**config.mk**
```make
export PLATFORM = sky130hd
export DESIGN_NAME = atomic_rmw_seq
export DESIGN_NICKNAME = d
export VERILOG_FILES = /design/src/rtl/atomic_rmw_pkg.sv /design/src/rtl/atomic_rmw_decode.sv /design/src/rtl/atomic_rmw_compute.sv /design/src/rtl/atomic_rmw_seq.sv
export SDC_FILE = /design/constraint.sdc
export NUM_CORES = 1
export LEC_CHECK = 0
export BUFFER_PORTS_ARGS = -buffer_cell sky130_fd_sc_hd__buf_2
export CELL_PAD_IN_SITES_DETAIL_PLACEMENT = 0
export CELL_PAD_IN_SITES_GLOBAL_PLACEMENT = 2
export CORE_ASPECT_RATIO = 0.7
export CORE_UTILIZATION = 34
export DETAILED_ROUTE_END_ITERATION = 10
export PLACE_DENSITY_LB_ADDON = 0.1
export SLEW_MARGIN = 20
export SYNTH_ARGS = -nofsm -noshare
export SYNTH_HDL_FRONTEND = slang
export SYNTH_SLANG_ARGS = --single-unit
```
**constraint.sdc**
```tcl
create_clock -name clk -period 6.5 [get_ports clk]
set_input_delay 1.3 -clock clk [delete_from_list [all_inputs] [get_ports clk]]
set_output_delay 1.3 -clock clk [all_outputs]
set_load 0.01 [all_outputs]
```
**src/rtl/atomic_rmw_pkg.sv**
```systemverilog
package atomic_rmw_pkg;
  typedef enum logic [2:0] {
    ST_IDLE, ST_READ, ST_CALC, ST_WRITE, ST_DONE
  } rmw_state_t;

  typedef enum logic [2:0] {
    K_ADD, K_OR, K_AND, K_XOR, K_SWAP, K_CAS
  } rmw_kind_t;

  localparam logic [2:0] CLS_STORE_REG = 3'b011;
  localparam logic [2:0] MODE_ATOMIC   = 3'b110;
  localparam logic [1:0] SZ_WORD       = 2'b00;
  localparam logic [1:0] SZ_DWORD      = 2'b11;
endpackage

```
**src/rtl/atomic_rmw_decode.sv**
```systemverilog
module atomic_rmw_decode
  import atomic_rmw_pkg::*;
#(
  parameter int IMM_W = 32
) (
  input  logic [7:0]       opcode,
  input  logic [IMM_W-1:0] imm,
  output logic             legal,
  output logic             wide,
  output logic             fetch,
  output rmw_kind_t        kind
);
  logic op_ok;
  logic imm_ok;
  logic [7:0] sel;

  assign sel   = imm[7:0];
  assign wide  = (opcode[4:3] == SZ_DWORD);
  assign op_ok = (opcode[2:0] == CLS_STORE_REG) && (opcode[7:5] == MODE_ATOMIC) &&
                 ((opcode[4:3] == SZ_WORD) || wide);
  assign fetch = sel[0];

  always_comb begin
    kind   = K_ADD;
    imm_ok = 1'b0;
    case (sel[7:4])
      4'h0: begin kind = K_ADD; imm_ok = (sel[3:1] == 3'b000); end
      4'h4: begin kind = K_OR;  imm_ok = (sel[3:1] == 3'b000); end
      4'h5: begin kind = K_AND; imm_ok = (sel[3:1] == 3'b000); end
      4'hA: begin kind = K_XOR; imm_ok = (sel[3:1] == 3'b000); end
      4'hE: begin kind = K_SWAP; imm_ok = (sel[3:0] == 4'h1); end
      4'hF: begin kind = K_CAS;  imm_ok = (sel[3:0] == 4'h1); end
      default: begin kind = K_ADD; imm_ok = 1'b0; end
    endcase
  end

  assign legal = op_ok && imm_ok && (imm[IMM_W-1:8] == '0);
endmodule

```
**src/rtl/atomic_rmw_compute.sv**
```systemverilog
module atomic_rmw_compute
  import atomic_rmw_pkg::*;
#(
  parameter int DATA_W = 64
) (
  input  rmw_kind_t         kind,
  input  logic              wide,
  input  logic              fetch,
  input  logic [DATA_W-1:0] old_val,
  input  logic [DATA_W-1:0] src_val,
  input  logic [DATA_W-1:0] r0_val,
  output logic [DATA_W-1:0] mem_new,
  output logic [DATA_W-1:0] old_ext,
  output logic              do_write,
  output logic              src_en,
  output logic              r0_en
);
  localparam int HALF_W = DATA_W / 2;

  logic [DATA_W-1:0] opa, opb, res;
  logic match;

  assign opa = wide ? old_val : {{HALF_W{1'b0}}, old_val[HALF_W-1:0]};
  assign opb = wide ? src_val : {{HALF_W{1'b0}}, src_val[HALF_W-1:0]};

  always_comb begin
    case (kind)
      K_ADD:   res = opa + opb;
      K_OR:    res = opa | opb;
      K_AND:   res = opa & opb;
      K_XOR:   res = opa ^ opb;
      default: res = opb;
    endcase
  end

  assign match   = wide ? (old_val == r0_val)
                        : (old_val[HALF_W-1:0] == r0_val[HALF_W-1:0]);
  assign mem_new = wide ? res : {old_val[DATA_W-1:HALF_W], res[HALF_W-1:0]};
  assign old_ext = opa;
  assign do_write = (kind != K_CAS) || match;
  assign src_en   = fetch && (kind != K_CAS);
  assign r0_en    = (kind == K_CAS);
endmodule

```
**src/rtl/atomic_rmw_seq.sv**
```systemverilog
module atomic_rmw_seq
  import atomic_rmw_pkg::*;
#(
  parameter int DATA_W = 64,
  parameter int ADDR_W = 64,
  parameter int IMM_W  = 32,
  parameter int OFF_W  = 16
) (
  input  logic              clk,
  input  logic              rst,
  input  logic              start,
  input  logic [7:0]        opcode,
  input  logic [IMM_W-1:0]  imm,
  input  logic [ADDR_W-1:0] base_addr,
  input  logic [OFF_W-1:0]  offset,
  input  logic [DATA_W-1:0] src_val,
  input  logic [DATA_W-1:0] r0_val,
  output logic              mem_req,
  output logic              mem_we,
  output logic [ADDR_W-1:0] mem_addr,
  output logic [DATA_W-1:0] mem_wdata,
  input  logic [DATA_W-1:0] mem_rdata,
  input  logic              mem_ready,
  output logic              lock,
  output logic              done,
  output logic              illegal,
  output logic              src_wb_en,
  output logic [DATA_W-1:0] src_wb_data,
  output logic              r0_wb_en,
  output logic [DATA_W-1:0] r0_wb_data
);
  localparam int EXT_W = ADDR_W - OFF_W;

  rmw_state_t state;
  logic       dec_legal, dec_wide, dec_fetch;
  rmw_kind_t  dec_kind;
  rmw_kind_t  kind_q;
  logic       wide_q, fetch_q;
  logic [DATA_W-1:0] src_q, r0_q, old_q;
  logic [ADDR_W-1:0] eff_addr;
  logic [DATA_W-1:0] c_new, c_old;
  logic c_write, c_src, c_r0;
  logic src_pend, r0_pend;

  assign eff_addr = base_addr + {{EXT_W{offset[OFF_W-1]}}, offset};

  atomic_rmw_decode #(.IMM_W(IMM_W)) u_dec (
    .opcode(opcode), .imm(imm), .legal(dec_legal),
    .wide(dec_wide), .fetch(dec_fetch), .kind(dec_kind)
  );

  atomic_rmw_compute #(.DATA_W(DATA_W)) u_alu (
    .kind(kind_q), .wide(wide_q), .fetch(fetch_q),
    .old_val(old_q), .src_val(src_q), .r0_val(r0_q),
    .mem_new(c_new), .old_ext(c_old), .do_write(c_write),
    .src_en(c_src), .r0_en(c_r0)
  );

  always_ff @(posedge clk) begin
    if (rst) begin
      state       <= ST_IDLE;
      kind_q      <= K_ADD;
      wide_q      <= 1'b0;
      fetch_q     <= 1'b0;
      src_q       <= '0;
      r0_q        <= '0;
      old_q       <= '0;
      mem_req     <= 1'b0;
      mem_we      <= 1'b0;
      mem_addr    <= '0;
      mem_wdata   <= '0;
      lock        <= 1'b0;
      done        <= 1'b0;
      illegal     <= 1'b0;
      src_wb_en   <= 1'b0;
      r0_wb_en    <= 1'b0;
      src_wb_data <= '0;
      r0_wb_data  <= '0;
      src_pend    <= 1'b0;
      r0_pend     <= 1'b0;
    end else begin
      case (state)
        ST_IDLE: begin
          if (start) begin
            kind_q  <= dec_kind;
            wide_q  <= dec_wide;
            fetch_q <= dec_fetch;
            src_q   <= src_val;
            r0_q    <= r0_val;
            if (dec_legal) begin
              mem_addr <= eff_addr;
              mem_req  <= 1'b1;
              mem_we   <= 1'b0;
              lock     <= 1'b1;
              state    <= ST_READ;
            end else begin
              done    <= 1'b1;
              illegal <= 1'b1;
              state   <= ST_DONE;
            end
          end
        end
        ST_READ: begin
          if (mem_ready) begin
            old_q   <= mem_rdata;
            mem_req <= 1'b0;
            state   <= ST_CALC;
          end
        end
        ST_CALC: begin
          src_wb_data <= c_old;
          r0_wb_data  <= c_old;
          src_pend    <= c_src;
          r0_pend     <= c_r0;
          if (c_write) begin
            mem_wdata <= c_new;
            mem_req   <= 1'b1;
            mem_we    <= 1'b1;
            state     <= ST_WRITE;
          end else begin
            lock      <= 1'b0;
            done      <= 1'b1;
            src_wb_en <= c_src;
            r0_wb_en  <= c_r0;
            state     <= ST_DONE;
          end
        end
        ST_WRITE: begin
          if (mem_ready) begin
            mem_req   <= 1'b0;
            mem_we    <= 1'b0;
            lock      <= 1'b0;
            done      <= 1'b1;
            src_wb_en <= src_pend;
            r0_wb_en  <= r0_pend;
            state     <= ST_DONE;
          end
        end
        default: begin
          done      <= 1'b0;
          illegal   <= 1'b0;
          src_wb_en <= 1'b0;
          r0_wb_en  <= 1'b0;
          state     <= ST_IDLE;
        end
      endcase
    end
  end
endmodule

```
### Word-level counts from Yosys, hierarchy flattened

Cells that the tools add are included.

* add/sub/neg operators: 2
* equal/unequal tests: 27
* muxes and demuxes: 35
* bitwise operators: 6
* reductions and logical operators: 31

Operator list (number)
* one-hot mux 64 bit (4 select lines): 1
* 2-to-1 mux 64 bit: 3
* adder 64 bit: 2
* AND 64 bit: 1
* == test 64 bit: 1
* OR 64 bit: 1
* XOR 64 bit: 1
* == test 32 bit: 1
* logical NOT 24 bit: 1
* AND reduction 5 bit: 4
* 2-to-1 mux 1 bit: 16
* == test 3 x 2 -> 1 bit (second input constant): 5
* 2-to-1 mux 3 bit: 5
* one-hot mux 1 bit (3 select lines): 5
* one-hot mux 3 bit (5 select lines): 1
* != test 2 bit (second input constant): 7
* == test 4 bit (second input constant): 3
* one-hot mux 3 bit (4 select lines): 1
* AND reduction 3 bit: 4
* logical NOT 3 bit: 3
* == test 4 x 3 -> 1 bit (second input constant): 2
* == test 3 x 1 -> 1 bit (second input constant): 2
* == test 3 bit (second input constant): 2
* AND reduction 2 bit: 3
* other kinds (15): 26

* flip-flop bits (word level): 401
* input bits: 316
* output and inout bits: 263
* word-level logic and storage cells: 120

### Logic depth before layout (Yosys ltp)

* depth after elaboration: 8
* depth in mapped cells: 17

### Hierarchy

A second synthesis with hierarchy kept.

* cell total of the unflattened synthesis: 3810
* area total of the unflattened synthesis: 27670.3 um2

Modules (own cells, without submodules)
* atomic_rmw_seq: instances 1, cells each 2395, area each 18313.8 um2, seq. area each 8027.7 um2
* atomic_rmw_compute: instances 1, cells each 1388, area each 9153.8 um2, seq. area each 0.0 um2
* atomic_rmw_decode: instances 1, cells each 27, area each 202.7 um2, seq. area each 0.0 um2

### Worst setup path before layout

OpenSTA, ideal clock, no wires.

* kind: register to register
* start point: register wide_q
* end point: register mem_wdata[60]
* setup time: 0.091 ns
* arrival time: 4.072 ns
* setup slack: 2.338 ns
* stages on the path, launching flop included: 18
* path buffers: 5
* cells stage by stage: dfxtp_1 clkbuf_1 clkbuf_1 buf_1 buf_1 nand2_1 ha_1 buf_4 nand4_4 nor3b_4 nand3_2 or4_4 o32ai_2 o2111ai_2 a2111oi_4 nor3_1 nand3b_1 a311oi_1

* longest elaborated chain between the ends: 4
* elaborated cells on any way between the ends: 11
* classes of those cells: add/sub: 1; mux: 5; bitwise: 3; reduce/logical: 2

Ends and longest elaborated chain
* from (decl): RTL line atomic_rmw_seq.sv:38 `logic wide_q, fetch_q;`
* from (signal assigned): RTL line atomic_rmw_seq.sv:86 `wide_q <= dec_wide;`
* 2-to-1 mux 64 bit (on tied branches): RTL line atomic_rmw_compute.sv:23, atomic_rmw_compute.sv:24
* adder 64 bit, or another cell as far along: RTL line atomic_rmw_compute.sv:28 `K_ADD: res = opa + opb;`
* one-hot mux 64 bit (4 select lines): RTL line atomic_rmw_compute.sv:27 `case (kind)`
* 2-to-1 mux 64 bit: RTL line atomic_rmw_compute.sv:38 `assign mem_new = wide ? res : {old_val[DATA_W-1:HALF_W], res[HALF_W-1:0]};`
* to (signal assigned): RTL line atomic_rmw_seq.sv:116 `mem_wdata <= c_new;`
* to (decl): RTL line atomic_rmw_seq.sv:21 `output logic [DATA_W-1:0] mem_wdata,`

Several ways; a longest one is shown, not always the timed one.
A chain may end at the register's enable or synchronous reset.

### Final worst setup path

* start point: register old_q[13]
* end point: register mem_wdata[63]

* longest elaborated chain between the ends: 4
* elaborated cells on any way between the ends: 9
* classes of those cells: add/sub: 1; eq/ne: 2; mux: 4; reduce/logical: 2

Ends and longest elaborated chain
* from (decl): RTL line atomic_rmw_seq.sv:39 `logic [DATA_W-1:0] src_q, r0_q, old_q;`
* from (signal assigned): RTL line atomic_rmw_seq.sv:105 `old_q <= mem_rdata;`
* 2-to-1 mux 64 bit, or another cell as far along: RTL line atomic_rmw_compute.sv:23 `assign opa = wide ? old_val : {{HALF_W{1'b0}}, old_val[HALF_W-1:0]};`
* adder 64 bit or 2-to-1 mux 1 bit (tied branches): RTL line atomic_rmw_compute.sv:28, atomic_rmw_compute.sv:36
* one-hot mux 64 bit (4 select lines) or logical OR 1 bit (tied branches): RTL line atomic_rmw_compute.sv:27, atomic_rmw_compute.sv:40
* 2-to-1 mux 64 bit or AND reduction 2 bit (tied branches)

Several ways; a longest one is shown, not always the timed one.

==> impl_metrics.prom <==
# TYPE chip_impl_metric gauge
chip_impl_info{name="regToRegEndpoint",value="mem_wdata[63]$_SDFFE_PP0P_"} 1
chip_impl_metric{name="iteration_count_of_the_initial_detailed_routing_pass",unit=""} 7
chip_impl_metric{name="pre_cts_ws",unit="ns"} 1.27
chip_impl_metric{name="cts-buffers-inserted",unit=""} 46
chip_impl_metric{name="routed-via-count",unit=""} 26900
chip_impl_metric{name="cts.reportedPaths.clkPinSlew",unit="ns"} 0.06
chip_impl_metric{name="final-setup-viol-count",unit=""} 0
chip_impl_metric{name="synth-edff-count",unit=""} 0
chip_impl_metric{name="timing.critical_path.required",unit="ns"} 6.97
chip_impl_metric{name="post-route-worst-setup-slack",unit="ns"} 1.97
chip_impl_metric{name="hpwl",unit="mm"} 84.5
chip_impl_metric{name="clk_path_buf_depth",unit=""} 3
chip_impl_metric{name="route.detailed.vias_per_inst",unit=""} 5.27
chip_impl_metric{name="net_count_of_the_mapped_netlist",unit=""} 4159
chip_impl_metric{name="cts_post_setup_buffers_inserted",unit=""} 0
chip_impl_metric{name="first_global_vias",unit=""} 25000
chip_impl_metric{name="worstRegToRegCells",unit=""} 11
chip_impl_info{name="worstSetupStartpointType",value="flop"} 1
chip_impl_metric{name="boundaryPins",unit=""} 579
chip_impl_metric{name="synth_area_per_cell",unit="µm²"} 7.38
chip_impl_metric{name="postCtsHoldBufs",unit=""} 0
chip_impl_metric{name="cts-resized-gates",unit=""} 0
chip_impl_info{name="ys.flop_type",value="sky130_fd_sc_hd__dfxtp_1"} 1
chip_impl_info{name="grt_setup_unrepaired",value="false"} 1
chip_impl_metric{name="maxCapViolations",unit=""} 0
chip_impl_metric{name="post_synthesis_register_bit_count",unit=""} 401
chip_impl_metric{name="synthDistinctLibCells",unit=""} 91
chip_impl_metric{name="rows",unit=""} 85
chip_impl_metric{name="power",unit="mW"} 6.29
chip_impl_metric{name="die_width",unit="µm"} 338
chip_impl_info{name="layout.cells.most_common",value="sky130_fd_sc_hd__nand2_1"} 1
chip_impl_info{name="clock_tree.root_cell",value="sky130_fd_sc_hd__clkbuf_16"} 1
chip_impl_info{name="worstSetupEndpoint",value="mem_wdata[63]$_SDFFE_PP0P_"} 1
chip_impl_info{name="critical_path.endpoint_type",value="flop"} 1
chip_impl_info{name="clock_tree_from_tritoncts",value="done"} 1
chip_impl_metric{name="synth_sequential_area_ratio",unit=""} 0.298
chip_impl_metric{name="postSynthCellCount",unit=""} 3649
chip_impl_metric{name="buffer_ports.inserted",unit=""} 578
chip_impl_metric{name="synthesis.area",unit="µm²"} 26900
chip_impl_metric{name="route.detailed.drc",unit=""} 0
chip_impl_metric{name="ys_async_sr_fraction",unit=""} 0
chip_impl_metric{name="routed_wirelength",unit="mm"} 111
chip_impl_metric{name="route.antenna.remaining_nets",unit=""} 0
chip_impl_metric{name="number_of_drc_violations_after_detailed_routing_iteration_0",unit=""} 2003
chip_impl_metric{name="layout.core_utilization",unit=""} 0.407
chip_impl_info{name="startpoint",value="old_q[13]$_SDFFE_PP0P_"} 1
chip_impl_metric{name="critical_path_arrival",unit="ns"} 5.01
chip_impl_metric{name="nNetsFinal",unit=""} 4528
chip_impl_metric{name="grt_first_pass_wirelength",unit="mm"} 163
chip_impl_metric{name="tightest_slew",unit="ns"} 1.11
chip_impl_info{name="mostFrequentLayoutCells",value="sky130_fd_sc_hd__nand2_1, sky130_fd_sc_hd__buf_2, sky130_fd_sc_hd__a21oi_1"} 1
chip_impl_metric{name="post_drt_wl_per_cell",unit="µm"} 21.7
chip_impl_metric{name="relSlewSlack",unit=""} 0.257
chip_impl_metric{name="leakagePower",unit="nW"} 13.8
chip_impl_metric{name="fin_worst_skew",unit="ns"} 0.0311
chip_impl_metric{name="initial_antenna_violation_count",unit=""} 24
chip_impl_metric{name="power_density",unit="nW/µm²"} 199
chip_impl_metric{name="die_h",unit="µm"} 237
chip_impl_metric{name="core_region_area",unit="µm²"} 77600
chip_impl_metric{name="finalHoldViolCount",unit=""} 0
chip_impl_metric{name="clock_insertion_delay_worst_skew",unit="ns"} 0.62
chip_impl_metric{name="place_congestion",unit=""} 0.881
chip_impl_metric{name="yosys_warnings",unit=""} 0
chip_impl_metric{name="grt.overflow.total",unit=""} 0
chip_impl_metric{name="post-route-min-period",unit="ns"} 4.53
chip_impl_metric{name="number_of_instances_on_the_worst_hold_path",unit=""} 2
chip_impl_metric{name="maxSlewViolCount",unit=""} 0
chip_impl_info{name="hp-class",value="flop to flop"} 1
chip_impl_metric{name="grt.total_usage",unit=""} 0.266
chip_impl_metric{name="setup-tns-final",unit="ns"} 0
chip_impl_metric{name="clock-sinks",unit=""} 401
chip_impl_metric{name="die_area",unit="µm²"} 80400
chip_impl_metric{name="htreeDepth",unit=""} 2
chip_impl_metric{name="grt_start_max_net_pins",unit=""} 81
chip_impl_metric{name="reg2reg_slack",unit="ns"} 1.97
chip_impl_metric{name="vdd.ir_drop.worst",unit="V"} 0.000171
chip_impl_metric{name="final_min_period_over_clock_period",unit=""} 0.698
chip_impl_metric{name="cp_max_fo",unit=""} 10
chip_impl_info{name="r2r-start",value="old_q[13]$_SDFFE_PP0P_"} 1
chip_impl_metric{name="area_delta_synth_final",unit="%"} 17.2
chip_impl_metric{name="drive_above_1_share",unit=""} 0.187
chip_impl_metric{name="initial_core_utilization",unit=""} 0.347
chip_impl_info{name="timing.setup.critical_path_class",value="flop to flop"} 1
chip_impl_info{name="status",value="completed"} 1
chip_impl_metric{name="fmaxAchievable",unit="GHz"} 0.221
[power breakdown]
group / leakage, nW / internal, mW / switching, mW
clock network: 0.774 / 1.64 / 1.17
logic: 9.74 / 0.348 / 0.565
registers: 3.25 / 2.51 / 0.0571
[metal layers]
layer / track usage / share of wire
met1: 0.395 / 0.50
met5: 0.0119 / 0.00062
met4: 0.0617 / 0.018
met3: 0.0605 / 0.070
met2: 0.384 / 0.41
[sequential cells by signal, indices dropped and copies added, names as in the netlist, 3 cells and up]
register,cells
src_q,64
r0_q,64
state,3
r0_wb_data,64
mem_addr,64
kind_q,3
old_q,64
mem_wdata,64
[final cells by class]
class,instances,area (µm²)
antenna,15,37.5
clock buffer,58,1290
clock inverter,22,298
fill,8425,46100
inverter,223,837
multi-input combinational,2735,16600
sequential,401,8040
tap,1044,1310
timing repair buffer,611,3150
[cell usage after synthesis (all sizes together), types with 15 or more instances]
library cell	count	share of area
nor2	136	0.019
dfxtp	401	0.30
mux2i	55	0.020
nor3	38	0.0071
inv	223	0.031
and3	24	0.0056
a2111oi	15	0.0056
a21oi	522	0.097
xor2	70	0.023
ha	192	0.089
a31oi	37	0.0086
nand4	46	0.011
o21bai	25	0.0070
nor4	34	0.0079
nand3	57	0.011
nand2	848	0.12
a221oi	17	0.0055
a22oi	20	0.0056
mux4	20	0.017
o211ai	27	0.0075
xnor2	104	0.034
o31ai	16	0.0045
a21o	49	0.014
o21ai	166	0.031
clkbuf	190	0.032
nand2b	17	0.0039
o21a	16	0.0045
buf	99	0.024
a211oi	28	0.0080
[critical path, stage by stage (launching register included)]
cell and delay [ns]:
sky130_fd_sc_hd__dfxtp_1 0.54, sky130_fd_sc_hd__inv_1 0.08, sky130_fd_sc_hd__ha_1 0.48, sky130_fd_sc_hd__nand4_1 0.21, sky130_fd_sc_hd__nor3_1 0.17, sky130_fd_sc_hd__nand3_1 0.17
sky130_fd_sc_hd__o211ai_1 0.59, sky130_fd_sc_hd__a21oi_1 0.42, sky130_fd_sc_hd__o21ai_0 0.68, sky130_fd_sc_hd__o21ai_0 0.37, sky130_fd_sc_hd__o41ai_1 0.49, sky130_fd_sc_hd__o21ai_0 0.15
[cells by family (layout without fill, tap and decap cells)]
logic type,count (synthesis),after routing,share of synthesized area
xor+xnor,174,174,0.0566
simple gates,1263,1263,0.201
mux,76,76,0.0376
buf+inv,513,914,0.0877
fa+ha+maj,194,194,0.0907
flops,401,401,0.298
other cells,0,15,0
compound gates,1028,1028,0.228
[through the flow]
stage	instance area (µm²)	cells	hold slack [ns]
finish	31600	5109	0.448
global route	31600	5104	0.471
CTS	31500	5094	0.449
global placement	29900	5014	0.437
floorplan	26900	3649	0.436
detailed placement	29900	5014	0.439
[worst min-delay path by stage]
stage / endpoint / slack (ns) / start
6_report: mem_addr[21]$_SDFFE_PP0P_ / 0.45 / mem_addr[21]$_SDFFE_PP0P_
4_1_cts: mem_addr[16]$_SDFFE_PP0P_ / 0.45 / mem_addr[16]$_SDFFE_PP0P_
2_1_floorplan: src_q[32]$_SDFFE_PP0P_ / 0.44 / src_q[32]$_SDFFE_PP0P_
3_5_place_dp: mem_req$_SDFFE_PP0P_ / 0.44 / mem_req$_SDFFE_PP0P_
3_3_place_gp: mem_addr[7]$_SDFFE_PP0P_ / 0.44 / mem_addr[7]$_SDFFE_PP0P_
5_1_grt: mem_addr[24]$_SDFFE_PP0P_ / 0.47 / mem_addr[24]$_SDFFE_PP0P_
Power figures use the tool's default switching activity.
